===== src/rtl/fsk_pkg.sv =====
package fsk_pkg;
  typedef enum logic [1:0] {
    SYM_ZERO = 2'b00,
    SYM_ONE  = 2'b01,
    SYM_Z    = 2'b10
  } sym_e;
endpackage


===== src/rtl/fsk_tx_gen.sv =====
module fsk_tx_gen #(
  parameter int HALF_ONE  = 1,
  parameter int HALF_ZERO = 2,
  parameter int HALF_Z    = 4
) (
  input  logic       clk_i,
  input  logic       rst_ni,
  input  logic       tx_en_i,
  input  logic [1:0] tx_sym_i,
  output logic       line_o,
  output logic       line_oe_o
);
  localparam int CW = $clog2(HALF_Z + 1);

  logic [CW-1:0] cnt_q, half_q, half_sel;
  logic          line_q, oe_q;

  always_comb begin
    unique case (tx_sym_i)
      fsk_pkg::SYM_ONE:  half_sel = CW'(HALF_ONE);
      fsk_pkg::SYM_ZERO: half_sel = CW'(HALF_ZERO);
      default:           half_sel = CW'(HALF_Z);
    endcase
  end

  always_ff @(posedge clk_i or negedge rst_ni) begin
    if (!rst_ni) begin
      cnt_q  <= '0;
      half_q <= CW'(HALF_Z);
      line_q <= 1'b0;
      oe_q   <= 1'b0;
    end else begin
      oe_q <= tx_en_i;
      if (!tx_en_i) begin
        cnt_q  <= '0;
        half_q <= half_sel;
        line_q <= 1'b0;
      end else if (cnt_q == half_q - CW'(1)) begin
        cnt_q  <= '0;
        half_q <= half_sel;
        line_q <= ~line_q;
      end else begin
        cnt_q <= cnt_q + CW'(1);
      end
    end
  end

  assign line_o    = line_q;
  assign line_oe_o = oe_q;


  tx_release_chk: assert property (@(posedge clk_i) disable iff (!rst_ni)
    !tx_en_i |=> (!line_oe_o && !line_o));


  tx_fast_toggle_chk: assert property (@(posedge clk_i) disable iff (!rst_ni)
    (tx_en_i && line_oe_o && half_q == CW'(HALF_ONE)) |=> (line_o != $past(line_o)));
endmodule


===== src/rtl/fsk_rx_sync.sv =====
module fsk_rx_sync #(
  parameter int STAGES = 2
) (
  input  logic clk_i,
  input  logic rst_ni,
  input  logic d_i,
  output logic q_o
);
  logic [STAGES-1:0] sq;

  for (genvar i = 0; i < STAGES; i++) begin : g_stage
    if (i == 0) begin : g_first
      always_ff @(posedge clk_i or negedge rst_ni) begin
        if (!rst_ni) sq[0] <= 1'b0;
        else         sq[0] <= d_i;
      end
    end else begin : g_next
      always_ff @(posedge clk_i or negedge rst_ni) begin
        if (!rst_ni) sq[i] <= 1'b0;
        else         sq[i] <= sq[i-1];
      end
    end
  end

  assign q_o = sq[STAGES-1];
endmodule


===== src/rtl/fsk_rx_classify.sv =====
module fsk_rx_classify #(
  parameter int HALF_ONE  = 1,
  parameter int HALF_ZERO = 2,
  parameter int HALF_Z    = 4,
  parameter int TOL       = 1,
  parameter int IDLE_LIM  = 16
) (
  input  logic       clk_i,
  input  logic       rst_ni,
  input  logic       lvl_i,
  output logic [1:0] rx_sym_o,
  output logic       rx_valid_o,
  output logic       rx_err_o,
  output logic       rx_idle_o
);
  import fsk_pkg::*;

  localparam int RW   = $clog2(IDLE_LIM + 2);
  localparam int SAT  = IDLE_LIM + 1;

  logic          last_q, edge_w;
  logic [RW-1:0] run_q;
  logic          prev_ok_q, valid_q, err_q;
  sym_e          prev_cls_q, sym_q, cls_w;
  logic          bad_w;

  assign edge_w = lvl_i ^ last_q;

  // nearest-class mapping; Z window checked first so it owns its overlap
  always_comb begin
    bad_w = 1'b0;
    cls_w = SYM_Z;
    if (run_q >= RW'(HALF_Z - TOL) && run_q <= RW'(HALF_Z + TOL)) cls_w = SYM_Z;
    else if (run_q <= RW'(HALF_ONE))                               cls_w = SYM_ONE;
    else if (run_q <= RW'(HALF_ZERO + TOL))                        cls_w = SYM_ZERO;
    else                                                           bad_w = 1'b1;
  end

  always_ff @(posedge clk_i or negedge rst_ni) begin
    if (!rst_ni) begin
      last_q     <= 1'b0;
      run_q      <= RW'(SAT);
      prev_ok_q  <= 1'b0;
      prev_cls_q <= SYM_ZERO;
      sym_q      <= SYM_ZERO;
      valid_q    <= 1'b0;
      err_q      <= 1'b0;
    end else begin
      last_q <= lvl_i;
      err_q  <= 1'b0;
      if (edge_w) begin
        run_q <= RW'(1);
        if (run_q > RW'(IDLE_LIM)) begin
          prev_ok_q <= 1'b0;
        end else if (bad_w) begin
          err_q     <= 1'b1;
          valid_q   <= 1'b0;
          prev_ok_q <= 1'b0;
        end else begin
          if (prev_ok_q && prev_cls_q == cls_w) begin
            sym_q   <= cls_w;
            valid_q <= 1'b1;
          end
          prev_cls_q <= cls_w;
          prev_ok_q  <= 1'b1;
        end
      end else begin
        if (run_q >= RW'(IDLE_LIM)) begin
          valid_q   <= 1'b0;
          prev_ok_q <= 1'b0;
        end
        if (run_q < RW'(SAT)) run_q <= run_q + RW'(1);
      end
    end
  end

  assign rx_sym_o   = sym_q;
  assign rx_valid_o = valid_q;
  assign rx_err_o   = err_q;
  assign rx_idle_o  = run_q > RW'(IDLE_LIM);


  rx_err_pulse_chk: assert property (@(posedge clk_i) disable iff (!rst_ni)
    rx_err_o |=> !rx_err_o);


  rx_err_invalid_chk: assert property (@(posedge clk_i) disable iff (!rst_ni)
    rx_err_o |-> !rx_valid_o);


  rx_idle_invalid_chk: assert property (@(posedge clk_i) disable iff (!rst_ni)
    rx_idle_o |-> !rx_valid_o);


  rx_sym_hold_chk: assert property (@(posedge clk_i) disable iff (!rst_ni)
    !$stable(rx_sym_o) |-> rx_valid_o);
endmodule


===== src/rtl/fsk_line_codec.sv =====
module fsk_line_codec #(
  parameter int HALF_ONE    = 1,
  parameter int HALF_ZERO   = 2,
  parameter int HALF_Z      = 4,
  parameter int TOL         = 1,
  parameter int IDLE_LIM    = 16,
  parameter int SYNC_STAGES = 2
) (
  input  logic       clk_i,
  input  logic       rst_ni,
  input  logic       tx_en_i,
  input  logic [1:0] tx_sym_i,
  output logic       line_o,
  output logic       line_oe_o,
  input  logic       line_i,
  output logic [1:0] rx_sym_o,
  output logic       rx_valid_o,
  output logic       rx_err_o,
  output logic       rx_idle_o,
  output logic       wake_o
);
  logic lvl_w;

  fsk_tx_gen #(
    .HALF_ONE (HALF_ONE),
    .HALF_ZERO(HALF_ZERO),
    .HALF_Z   (HALF_Z)
  ) u_tx (
    .clk_i    (clk_i),
    .rst_ni   (rst_ni),
    .tx_en_i  (tx_en_i),
    .tx_sym_i (tx_sym_i),
    .line_o   (line_o),
    .line_oe_o(line_oe_o)
  );

  fsk_rx_sync #(.STAGES(SYNC_STAGES)) u_sync (
    .clk_i (clk_i),
    .rst_ni(rst_ni),
    .d_i   (line_i),
    .q_o   (lvl_w)
  );

  fsk_rx_classify #(
    .HALF_ONE (HALF_ONE),
    .HALF_ZERO(HALF_ZERO),
    .HALF_Z   (HALF_Z),
    .TOL      (TOL),
    .IDLE_LIM (IDLE_LIM)
  ) u_cls (
    .clk_i     (clk_i),
    .rst_ni    (rst_ni),
    .lvl_i     (lvl_w),
    .rx_sym_o  (rx_sym_o),
    .rx_valid_o(rx_valid_o),
    .rx_err_o  (rx_err_o),
    .rx_idle_o (rx_idle_o)
  );

  assign wake_o = ~rx_idle_o | line_oe_o;


  wake_on_rx_chk: assert property (@(posedge clk_i) disable iff (!rst_ni)
    rx_valid_o |-> wake_o);


  wake_on_tx_chk: assert property (@(posedge clk_i) disable iff (!rst_ni)
    $past(tx_en_i) |-> wake_o);
endmodule


===== config.mk =====
export PLATFORM = sky130hd
export DESIGN_NAME = fsk_line_codec
export DESIGN_NICKNAME = d
export VERILOG_FILES = /design/src/rtl/fsk_pkg.sv /design/src/rtl/fsk_tx_gen.sv /design/src/rtl/fsk_rx_sync.sv /design/src/rtl/fsk_rx_classify.sv /design/src/rtl/fsk_line_codec.sv
export SDC_FILE = /design/constraint.sdc
export NUM_CORES = 1
export LEC_CHECK = 0
export BUFFER_PORTS_ARGS = -buffer_cell sky130_fd_sc_hd__buf_2
export CAP_MARGIN = 10
export CORE_MARGIN = 2
export CORE_UTILIZATION = 45
export DETAILED_ROUTE_END_ITERATION = 6
export PLACE_DENSITY = 0.62
export SLEW_MARGIN = 10
export SYNTH_ARGS = -nofsm -noshare
export SYNTH_HDL_FRONTEND = slang
export SYNTH_SLANG_ARGS = --single-unit
export TNS_END_PERCENT = 5

===== constraint.sdc =====
create_clock -name clk_i -period 2.05 [get_ports clk_i]
set_input_delay 0.615 -clock clk_i [delete_from_list [all_inputs] [get_ports clk_i]]
set_output_delay 0.615 -clock clk_i [all_outputs]
set_load 0.02 [all_outputs]

==> flow_metrics.env, run 1 <==
export IMPL_gpl_final_weighted_congestion=0.736
export IMPL_cts_max_level=1
export IMPL_die_width_um=54.9
export IMPL_worstHoldPathType="in -> async"
export IMPL_core_area_um2=2480
export IMPL_grt_max_degree=24
export IMPL_peakVddDrop_v=0.000613
export IMPL_synth_lib_cells_used_distinct=38
export IMPL_root_buffer_master="sky130_fd_sc_hd__clkbuf_4"
export IMPL_syn_num_nets=117
export IMPL_dieArea_um2=3020
export IMPL_ys_warn_count=0
export IMPL_grtUsageMet2_pct=25.8
export IMPL_clk_transition_reported_paths_ns=0.13
export IMPL_power_per_cell_area_nw_per_um2=1100
export IMPL_worst_clock_skew_on_the_final_layout_ns=0.00319
export IMPL_grt_setup_unrepaired="yes"
export IMPL_globalRouteTotalUtil_pct=16.5
export IMPL_first_global_vias=779
export IMPL_postSynth_asyncResetShare_pct=100
export IMPL_leading_cell_type_in_the_layout_fill_and_taps_excluded="sky130_fd_sc_hd__dfrtp_1"
export IMPL_floorplan_die_height_um=54.9
export IMPL_slew_viol_final=0
export IMPL_cp_max_fo=3
export IMPL_final_setup_worst_slack_ns=0.00939
export IMPL_max_slew_margin_pct=64.7
export IMPL_synth_seq_area_share_pct=49.6
export IMPL_tightest_slew_ns=0.523
export IMPL_dpl_wire_length_um=1520
export IMPL_dr_pass1_iters=4
export IMPL_finalCritPeriodShare_pct=99.5
export IMPL_synth_enable_flop_cells=0
export IMPL_tns_ns=0
export IMPL_wp_data_arrival_ns=1.43
export IMPL_netlist_instances=106
export IMPL_wl_um=2080
export IMPL_postRouteAntennaNets=0
export IMPL_p_leak_nw=0.642
export IMPL_first_pass_grt_wire_length_um=3460
export IMPL_area_delta_synth_final_pct=16.6
export IMPL_hold_viol=0
export IMPL_core_rowCount=18
export IMPL_criticalPathCategory="reg -> out"
export IMPL_timing_final_crit_period_ns=2.04
export IMPL_diodes=0
export IMPL_syn_avg_cell_area_um2=11.0
export IMPL_place_port_buffers=13
export IMPL_max_cap_violations=0
export IMPL_pre_cts_ws_ns=0.142
export IMPL_mappedNetlistArea_um2=1170
export IMPL_num_vias=810
export IMPL_critical_path_endpoint_type="output port"
export IMPL_initial_utilization_pct=47.1
export IMPL_dp_cells=149
export IMPL_max_freq_mhz=490
export IMPL_layout_cells_most_common_list="17 x sky130_fd_sc_hd__dfrtp_1, 12 x sky130_fd_sc_hd__nand2_1, 12 x sky130_fd_sc_hd__buf_2, 10 x sky130_fd_sc_hd__nor2_1"
export IMPL_cts_tree="yes"
export IMPL_grtUsageMet1_pct=22.1
export IMPL_overflow=0
export IMPL_cp_required_ns=1.43
export IMPL_post_route_cells_drive_above_1_share_pct=33.1
export IMPL_initialDrtViolationCount=6
export IMPL_num_nets_final=139
export IMPL_synth_flop_cell="sky130_fd_sc_hd__dfrtp_1"
export IMPL_grt_busiest_layer="met2"
export IMPL_grtUsageMet3_pct=2.69
export IMPL_remaining_drc_errors=0
export IMPL_cts_hold_buffers_added=0
export IMPL_start_kind="register"
export IMPL_setup_viol=0
export IMPL_clock_sink_count=23
export IMPL_outcome="finished, final reports clean"
export IMPL_via_per_inst=5.16
export IMPL_worstSkewPairLatency_ns=0.31
export IMPL_whs_ns=0.250
export IMPL_clockBufferDepth=2
export IMPL_grt_antenna_before_repair=0
export IMPL_route_detailed_wl_per_inst_um=13.2
export IMPL_cts_buffers=3
export IMPL_layout_cells_non_filler=157
export IMPL_reg2reg_slack_ns=0.05
export IMPL_postSynthRegisterBits=23
export IMPL_io_pins=14
## registers in the layout (all words and copies together) (netlist names)
| signal | cells |
|---|---|
| u_cls.rx_err_o | 1 |
| u_cls.prev_cls_q | 2 |
| u_tx.half_q | 3 |
| u_sync.q_o | 1 |
| u_tx.cnt_q | 3 |
| u_cls.last_q | 1 |
| u_sync.sq | 1 |
| u_cls.rx_valid_o | 1 |
| u_tx.line_o | 1 |
| u_cls.rx_sym_o | 2 |
| u_cls.prev_ok_q | 1 |
| u_tx.line_oe_o | 1 |
| u_cls.run_q | 5 |
## critical path, stage by stage (launching register included)
cell                       delay, ns
sky130_fd_sc_hd__dfstp_2        0.56
sky130_fd_sc_hd__inv_2          0.05
sky130_fd_sc_hd__ha_4           0.15
sky130_fd_sc_hd__a21oi_4        0.14
sky130_fd_sc_hd__nand2b_1       0.09
sky130_fd_sc_hd__buf_6          0.13
## cells in the mapped netlist (2+ instances only)
cell type                  count  area, um^2
sky130_fd_sc_hd__inv_1         5        18.8
sky130_fd_sc_hd__xnor2_1       4        35.0
sky130_fd_sc_hd__nand2b_1      2        12.5
sky130_fd_sc_hd__nand3_1       3        15.0
sky130_fd_sc_hd__mux2i_1       2        20.0
sky130_fd_sc_hd__xor2_1        6        52.6
sky130_fd_sc_hd__dfrtp_1      20         500
sky130_fd_sc_hd__nand3b_1      2        15.0
sky130_fd_sc_hd__a21oi_1       5        25.0
sky130_fd_sc_hd__ha_1          5        62.6
sky130_fd_sc_hd__nand2_1      12        45.0
sky130_fd_sc_hd__nor2_1       10        37.5
sky130_fd_sc_hd__mux2_2        3        33.8
sky130_fd_sc_hd__dfstp_2       3        78.8
## logic make-up (layout without fill, tap and decap cells)
logic type / Yosys count / after routing / share of synthesized area, %
AOI/OAI and AO/OA: 17 / 17 / 11.6
xor gates and xnor gates: 10 / 10 / 7.50
adders and majority gates: 5 / 5 / 5.36
buffers and inverters: 7 / 28 / 3.22
DFF: 23 / 23 / 49.6
muxes: 5 / 5 / 4.61
and+or+nand+nor: 39 / 39 / 18.1
## final cells by class
| type | instances | area (um^2) |
|---|---|---|
| clock buffers | 3 | 22.5 |
| repair buffers | 19 | 116 |
| inverters | 5 | 18.8 |
| well taps | 30 | 37.5 |
| fillers | 218 | 1120 |
| multi-input cells | 76 | 578 |
| clock inverters | 1 | 5.00 |
| flip-flops and latches | 23 | 583 |
## routing by layer
layer,vias up,routed length [um]
met5,-,0
met4,0,31
met3,4,66
met2,15,958
met1,387,1020
li1,404,-
## path summary, 6_finish.rpt
kind / startpoint / end / cells after the start
min: rst_ni / u_cls.rx_valid_o$_DFFE_PN0P_ / 1
min in group clk_i: u_sync.sq[0]$_DFF_PN0_ / u_sync.q_o$_DFF_PN0_ / 0
max reg2reg: u_cls.run_q[0]$_DFFE_PN1P_ / u_cls.rx_sym_o[0]$_DFFE_PN0P_ / 7
max: u_cls.run_q[0]$_DFFE_PN1P_ / wake_o / 5
max in group asynchronous: rst_ni / u_cls.run_q[1]$_DFFE_PN0P_ / 1
min reg2reg: u_sync.sq[0]$_DFF_PN0_ / u_sync.q_o$_DFF_PN0_ / 0
## power breakdown
part / leakage [nW] / switching (W) / internal, W
Combinational: 0.349 / 0.000300 / 0.000297
Sequential: 0.275 / 0.000120 / 0.000572
Clock: 0.0177 / 0.000137 / 0.0000729
Total: 0.642 / 0.000557 / 0.000943
## per-stage QoR
stage / utilization (%) / total power [W] / area, um^2
2_1_floorplan: - / 0.00114 / 1170
3_5_place_dp: 51.3 / 0.00128 / 1270
5_1_grt: 54.9 / 0.00162 / 1360
4_1_cts: 54.7 / 0.00151 / 1360
6_report: 54.9 / 0.00150 / 1360
3_3_place_gp: 51.3 / 0.00126 / 1270
## repair_timing
item                                    4_1_cts  5_1_grt
pin swaps                                     2        2
endpoints found under the setup margin        2        3
resized for setup                             7        3
setup buffers                                 4        0
Note: power is estimated with default switching activity, not from simulation.
==> run 2: changes to the inputs <==
RECOVER_POWER = 50   (was not set)
SYNTH_HIERARCHICAL = 1   (was not set)
clock period = 2 ns   (was 2.05 ns; I/O delays follow)
==> run 2 against run 1 <==
Effect of this change:
- the flow now finishes with violations (setup timing)
- critical path depth unchanged
- clock skew grew 0.0036 ns
- sequential power grew 2%
- combinational power is 15% higher
- first-iteration DRC count is 100% higher
- highest routed layer unchanged
==> flow_metrics.env, run 2 <==
export IMPL_outcome="finished with violations"
export IMPL_failing_checks="setup timing"
export IMPL_whs_ns=0.365
export IMPL_p_leak_nw=0.609
export IMPL_layout_cells_most_common_list="20 x sky130_fd_sc_hd__dfrtp_1, 11 x sky130_fd_sc_hd__nor2_1, 10 x sky130_fd_sc_hd__buf_2, 9 x sky130_fd_sc_hd__nand2_1, 7 x sky130_fd_sc_hd__inv_1"
export IMPL_synth_enable_flop_cells=0
export IMPL_layout_cells_non_filler=151
export IMPL_root_buffer_master="sky130_fd_sc_hd__clkbuf_4"
export IMPL_crit_path_largest_cell_delay_ns=0.56
export IMPL_tightest_slew_ns=1.21
export IMPL_slew_viol_final=0
export IMPL_wp_data_arrival_ns=1.45
export IMPL_final_setup_worst_slack_ns=-0.0543
export IMPL_leading_cell_type_in_the_layout_fill_and_taps_excluded="sky130_fd_sc_hd__dfrtp_1"
export IMPL_worst_path_dominant_cell_family="flip-flops"
export IMPL_peakVddDrop_v=0.000912
export IMPL_clk_transition_reported_paths_ns=0.13
export IMPL_synth_lib_cells_used_distinct=36
export IMPL_postSynthRegisterBits=23
export IMPL_syn_avg_cell_area_um2=11.8
export IMPL_dr_pass1_iters=4
export IMPL_cts_max_level=1
export IMPL_synth_top_cell_area_share_pct=42.9
export IMPL_endpoint_of_the_worst_register_to_register_path="u_cls/rx_valid_o$_DFFE_PN0P_"
export IMPL_rr_startpoint="u_cls/run_q[0]$_DFFE_PN1P_"
export IMPL_mappedNetlistArea_um2=1170
export IMPL_timing_critical_path_depth=5
export IMPL_largest_registers="u_cls/run_q x5, u_tx/cnt_q x3, u_tx/half_q x3"
export IMPL_setup_viol=2
export IMPL_cp_max_fo=3
export IMPL_cts_tree="yes"
export IMPL_postRouteAntennaNets=0
export IMPL_area_delta_synth_final_pct=17.4
export IMPL_synth_seq_area_share_pct=49.6
export IMPL_initialDrtViolationCount=12
export IMPL_postSynth_asyncResetShare_pct=100
export IMPL_cts_hold_buffers_added=0
export IMPL_hold_viol=0
export IMPL_share_seq_of_total_power_pct=43.6
export IMPL_dpl_wire_length_um=1500
export IMPL_first_pass_grt_wire_length_um=3470
export IMPL_initial_utilization_pct=47.1
export IMPL_timing_final_crit_period_ns=2.05
export IMPL_post_synth_top_area_cell="sky130_fd_sc_hd__dfrtp_1"
export IMPL_syn_num_nets=110
export IMPL_total_switching_power_w=0.000642
export IMPL_place_port_buffers=13
export IMPL_dieArea_um2=3020
export IMPL_floorplan_die_height_um=54.9
export IMPL_grt_setup_unrepaired="yes"
export IMPL_regMostFlops="u_cls/run_q"
export IMPL_power_internal_w=0.000973
export IMPL_grt_max_degree=24
export IMPL_launching_element_of_the_worst_setup_path="u_cls/run_q[0]$_DFFE_PN1P_"
export IMPL_num_nets_final=133
export IMPL_finalCritPeriodShare_pct=103
export IMPL_crit_buf_inv=2
export IMPL_critical_path_cell_chain="inv_2, ha_4, a21boi_4, nand2b_1, buf_6"
export IMPL_largest_cells_by_area_after_synthesis="sky130_fd_sc_hd__dfrtp_1 43%, sky130_fd_sc_hd__dfstp_2 6.8%, sky130_fd_sc_hd__ha_1 5.4%"
export IMPL_core_area_um2=2480
export IMPL_first_global_vias=739
export IMPL_netSwitchingFraction_pct=39.8
export IMPL_max_slew_margin_pct=19.1
export IMPL_criticalPathCategory="reg -> out"
export IMPL_power_combinational_fraction_pct=42.5
export IMPL_route_detailed_wl_per_inst_um=13.8
export IMPL_synth_top_cells_by_count="20 x sky130_fd_sc_hd__dfrtp_1, 11 x sky130_fd_sc_hd__nor2_1, 9 x sky130_fd_sc_hd__nand2_1, 8 x sky130_fd_sc_hd__inv_1"
export IMPL_cell_area_after_layout_um2=1370
export IMPL_worstHoldPathType="in -> reg"
export IMPL_dp_cells=144
export IMPL_fillerInstances=215
export IMPL_place_area_um2=1290
export IMPL_crit_slowest_cell="sky130_fd_sc_hd__dfstp_2"
export IMPL_cp_required_ns=1.40
export IMPL_num_vias=793
export IMPL_gpl_final_weighted_congestion=0.788
export IMPL_max_cap_violations=0
export IMPL_pre_cts_ws_ns=0.0880
export IMPL_start_kind="register"
export IMPL_io_pins=14
export IMPL_netlist_instances=99
export IMPL_ys_warn_count=6
export IMPL_overflow=0
export IMPL_wl_um=2090
export IMPL_worstSkewPairLatency_ns=0.33
export IMPL_power_per_cell_area_nw_per_um2=1180
export IMPL_timing_reg2reg_worst_path_depth=7
export IMPL_die_width_um=54.9
export IMPL_clockBufferDepth=2
export IMPL_reg2reg_slack_ns=0.12
export IMPL_diodes=0
export IMPL_globalRouteTotalUtil_pct=17.1
export IMPL_pwr_share_clk_pct=13.8
export IMPL_critical_path_endpoint_type="output port"
export IMPL_yosys_cell_count_top_type="sky130_fd_sc_hd__dfrtp_1"
export IMPL_largest_register_ff_count=5
export IMPL_clock_sink_count=23
export IMPL_grt_antenna_before_repair=0
export IMPL_synth_flop_cell="sky130_fd_sc_hd__dfrtp_1"
export IMPL_max_freq_mhz=487
export IMPL_post_route_cells_drive_above_1_share_pct=30.6
export IMPL_via_per_inst=5.25
export IMPL_endpoint="wake_o"
export IMPL_cts_buffers=3
export IMPL_worst_clock_skew_on_the_final_layout_ns=0.00678
export IMPL_remaining_drc_errors=0
export IMPL_core_rowCount=18
==> run 2: cell count changes after synthesis, sizes merged, moves of 3 or more <==
cell,before,now
a21oi,6,1
inv,5,8
nand2,12,9
nand3,3,0
o31ai,0,4
xor2,6,2
==> run 2: worst min path at each step <==
stage                      startpoint                             to  slack (ns)  cells past startpoint
2_1_floorplan                  rst_ni         u_cls/last_q$_DFF_PN0_        0.30                      0
3_3_place_gp   u_sync/sq[0]$_DFF_PN0_           u_sync/q_o$_DFF_PN0_        0.33                      0
3_5_place_dp   u_sync/sq[0]$_DFF_PN0_           u_sync/q_o$_DFF_PN0_        0.34                      0
4_1_cts                        rst_ni  u_cls/rx_sym_o[1]$_DFFE_PN0P_        0.23                      1
5_1_grt                        line_i         u_sync/sq[0]$_DFF_PN0_        0.34                      1
6_report                       line_i         u_sync/sq[0]$_DFF_PN0_        0.37                      1
==> run 2: worst reg2reg max path, delay by kind of cell, from the launching register on <==
kind,cells,cell delay [ns]
compound gates,3,0.41
fa+ha+maj,1,0.22
simple gates,2,0.64
flops,1,0.40
buf+inv,1,0.15
==> run 2: logic make-up after synthesis <==
group	after synthesis	share of synthesized area, %
DFF	23	49.6
adders and majority gates	5	5.36
and+or+nand+nor	27	11.0
buffers and inverters	9	2.89
muxes	6	6.11
AOI/OAI and AO/OA	21	17.0
xor gates and xnor gates	8	7.93
==> run 2: area by class of cell <==
type                            instances  area [um^2]  area share (%)
Sequential cell                        23          579            42.3
Tap cell                               30         37.5            2.74
Inverter                                8         30.0            2.19
Clock inverter                          1         5.00           0.365
Multi-Input combinational cell         67          582            42.5
Clock buffer                            3         22.5            1.64
Timing Repair Buffer                   19          114            8.31
==> run 2: power by group through the flow <==
stage / clock network [W] / registers (W) / logic [W]
floorplan: 0 / 0.000748 / 0.000452
global placement: 0 / 0.000717 / 0.000632
detailed placement: 0 / 0.000719 / 0.000650
CTS: 0.000233 / 0.000703 / 0.000687
global route: 0.000256 / 0.000724 / 0.000758
finish: 0.000223 / 0.000705 / 0.000687
==> run 2: timing repair <==
item,in CTS,in global routing
pin swaps,1,2
resized for setup,6,1
buffers inserted,3,0
endpoints found under the setup margin,2,4
==> run 2: routing by layer <==
layer	part of all wire (%)	vias up	track usage (%)
met5	0	-	0
met4	1.7	0	8.54
met3	4.3	5	5.65
met2	50	11	28.2
met1	44	389	19.8
li1	-	388	-
==> run 2: stage by stage <==
step / TNS (ns) / util [%] / power, W
after floorplan: 0 / - / 0.00120
after global placement: 0 / 52.2 / 0.00135
after detailed placement: 0 / 52.2 / 0.00137
after CTS: -0.155 / 55.3 / 0.00162
after global routing: -0.219 / 55.3 / 0.00174
final: -0.0827 / 55.3 / 0.00162
==> run 3: changes to the inputs <==
CELL_PAD_IN_SITES_DETAIL_PLACEMENT = 2   (was not set)
CELL_PAD_IN_SITES_GLOBAL_PLACEMENT = 2   (was not set)
CORE_UTILIZATION = 37   (was 45)
PLACE_DENSITY = 0.74   (was 0.62)
==> run 3 against run 2 <==
Effect of this change:
- clock power grew 2%
- maximum frequency shrank 0.99%
- final area grew 3.6%
- sequential share of layout area shrank 1.5 points
- sequential power grew 1%
- die area grew 20%
- register-to-register slack lost 0.05 ns
- critical path depth is the same
- non-clock buffer count grew 2
- highest routed layer unchanged
- the flow still finishes with violations (setup timing)
==> flow_metrics.env, run 3 (synthesis results as in run 2) <==
export IMPL_dieArea_um2=3620
export IMPL_crit_slowest_cell="sky130_fd_sc_hd__dfstp_2"
export IMPL_leading_cell_type_in_the_layout_fill_and_taps_excluded="sky130_fd_sc_hd__dfrtp_1"
export IMPL_cp_required_ns=1.40
export IMPL_outcome="finished with violations"
export IMPL_reg2reg_slack_ns=0.07
export IMPL_pre_cts_ws_ns=0.0555
export IMPL_largest_register_ff_count=5
export IMPL_cts_max_level=1
export IMPL_worst_clock_skew_on_the_final_layout_ns=0.00311
export IMPL_worstHoldPathType="reg -> reg"
export IMPL_final_setup_worst_slack_ns=-0.0749
export IMPL_postRouteAntennaNets=0
export IMPL_criticalPathCategory="reg -> out"
export IMPL_rr_startpoint="u_cls/run_q[0]$_DFFE_PN1P_"
export IMPL_floorplan_die_height_um=60.2
export IMPL_grt_setup_unrepaired="yes"
export IMPL_post_route_cells_drive_above_1_share_pct=33.3
export IMPL_core_rowCount=20
export IMPL_tns_ns=-0.104
export IMPL_cp_max_fo=3
export IMPL_hold_path_cell_count=0
export IMPL_wl_um=2660
export IMPL_place_port_buffers=13
export IMPL_worstSkewPairLatency_ns=0.32
export IMPL_via_per_inst=5.02
export IMPL_num_vias=839
export IMPL_gpl_final_weighted_congestion=0.810
export IMPL_dr_pass1_iters=3
export IMPL_power_per_cell_area_nw_per_um2=1180
export IMPL_initialDrtViolationCount=18
export IMPL_fillerInstances=308
export IMPL_root_buffer_master="sky130_fd_sc_hd__clkbuf_4"
export IMPL_wp_data_arrival_ns=1.47
export IMPL_route_detailed_wl_per_inst_um=15.9
export IMPL_first_global_vias=928
export IMPL_slew_viol_final=0
export IMPL_initial_utilization_pct=38.6
export IMPL_layout_cells_non_filler=167
export IMPL_start_kind="register"
export IMPL_clockBufferDepth=2
export IMPL_globalRouteTotalUtil_pct=17.3
export IMPL_timing_reg2reg_worst_path_depth=7
export IMPL_cts_buffers=3
export IMPL_max_slew_margin_pct=15.7
export IMPL_dpl_wire_length_um=2030
export IMPL_diodes=0
export IMPL_setup_viol=2
export IMPL_finalCritPeriodShare_pct=104
export IMPL_timing_final_crit_period_ns=2.07
export IMPL_hold_path_endpoint="u_sync/q_o$_DFF_PN0_"
export IMPL_overflow=0
export IMPL_critical_path_cell_chain="inv_2, ha_4, a21boi_4, nand2b_1, buf_6"
export IMPL_layout_cells_most_common_list="20 x sky130_fd_sc_hd__dfrtp_1, 11 x sky130_fd_sc_hd__nor2_1, 10 x sky130_fd_sc_hd__buf_2, 8 x sky130_fd_sc_hd__nand2_1, 8 x sky130_fd_sc_hd__buf_4"
export IMPL_first_pass_grt_wire_length_um=4490
export IMPL_die_width_um=60.2
export IMPL_grt_antenna_before_repair=0
export IMPL_endpoint_of_the_worst_register_to_register_path="u_cls/rx_sym_o[1]$_DFFE_PN0P_"
export IMPL_clk_transition_reported_paths_ns=0.13
export IMPL_crit_path_largest_cell_delay_ns=0.56
export IMPL_area_delta_synth_final_pct=21.5
export IMPL_io_pins=14
export IMPL_max_cap_violations=0
export IMPL_grt_max_degree=24
export IMPL_remaining_drc_errors=0
export IMPL_dp_cells=159
export IMPL_failing_checks="setup timing"
export IMPL_p_leak_nw=0.618
export IMPL_total_power_w=0.00168
export IMPL_finalCoreUtilization_pct=46.9
export IMPL_hold_viol=0
export IMPL_critical_path_endpoint_type="output port"
export IMPL_max_freq_mhz=482
export IMPL_regMostFlops="u_cls/run_q"
export IMPL_core_area_um2=3030
export IMPL_largest_registers="u_cls/run_q x5, u_tx/cnt_q x3, u_tx/half_q x3"
export IMPL_cts_hold_buffers_added=0
export IMPL_tightest_slew_ns=1.26
export IMPL_peakVddDrop_v=0.000403
export IMPL_num_nets_final=135
export IMPL_holdCritStartpoint="u_sync/sq[0]$_DFF_PN0_"
export IMPL_clock_sink_count=23
export IMPL_cts_tree="yes"
## run 3: cell types whose count changed in the layout (fill, tap and decap cells not counted)
cell | before | now
sky130_fd_sc_hd__nand2_2 | 0 | 1
sky130_fd_sc_hd__clkinv_2 | 1 | 0
sky130_fd_sc_hd__o21bai_2 | 1 | 0
sky130_fd_sc_hd__ha_2 | 0 | 1
sky130_fd_sc_hd__a211oi_2 | 0 | 1
sky130_fd_sc_hd__o21bai_4 | 0 | 1
sky130_fd_sc_hd__nand2_1 | 9 | 8
sky130_fd_sc_hd__clkbuf_1 | 2 | 3
sky130_fd_sc_hd__ha_1 | 4 | 3
sky130_fd_sc_hd__buf_4 | 6 | 8
sky130_fd_sc_hd__a211oi_1 | 2 | 1
## run 3: report_power, final
group / internal (W) / total, W / leakage, nW / switching, W
clock network: 0.0000781 / 0.000227 / 0.0150 / 0.000149
registers: 0.000590 / 0.000715 / 0.277 / 0.000124
logic: 0.000327 / 0.000736 / 0.325 / 0.000409
## run 3: how the worst max path moves through the flow
stage               slack [ns]                        from     end
floorplan                 0.05  u_cls/run_q[4]$_DFFE_PN1P_  wake_o
global placement          0.11  u_cls/run_q[0]$_DFFE_PN1P_  wake_o
detailed placement        0.06  u_cls/run_q[0]$_DFFE_PN1P_  wake_o
CTS                      -0.12  u_cls/run_q[0]$_DFFE_PN1P_  wake_o
global route             -0.15  u_cls/run_q[0]$_DFFE_PN1P_  wake_o
finish                   -0.07  u_cls/run_q[0]$_DFFE_PN1P_  wake_o
## run 3: through the flow
step / hold WS, ns / cell area (um^2)
3_3_place_gp: 0.340 / 1320
5_1_grt: 0.357 / 1420
4_1_cts: 0.246 / 1410
2_1_floorplan: 0.304 / 1170
3_5_place_dp: 0.344 / 1320
6_report: 0.371 / 1420
## run 3: area by class of cell
type / instances / area (um^2) / area share [%]
Tap cell: 44 / 55.1 / 3.88
Multi-Input combinational cell: 67 / 599 / 42.2
Inverter: 8 / 30.0 / 2.12
Timing Repair Buffer: 21 / 129 / 9.08
Sequential cell: 23 / 579 / 40.8
Clock buffer: 4 / 26.3 / 1.85
## run 3: what timing repair did
action	in CTS	in global routing
endpoints found under the setup margin	2	6
gates resized for setup	8	3
gates cloned	0	0
pin swaps	1	5
setup buffers	4	0
## run 3: worst max-delay path: cells and delay by family, from the launching register on
family | cells | cell delay, ns
flops | 1 | 0.56
compound gates | 1 | 0.15
simple gates | 1 | 0.10
buf+inv | 2 | 0.19
fa+ha+maj | 1 | 0.15
## run 3: metal layers
metal | up-vias | share of wire [%] | global-route usage [%]
met5 | - | 0 | 0
li1 | 392 | - | -
met3 | 5 | 2.4 | 1.95
met1 | 432 | 44 | 21.9
met2 | 10 | 52 | 29.5
met4 | 0 | 1.8 | 7.62
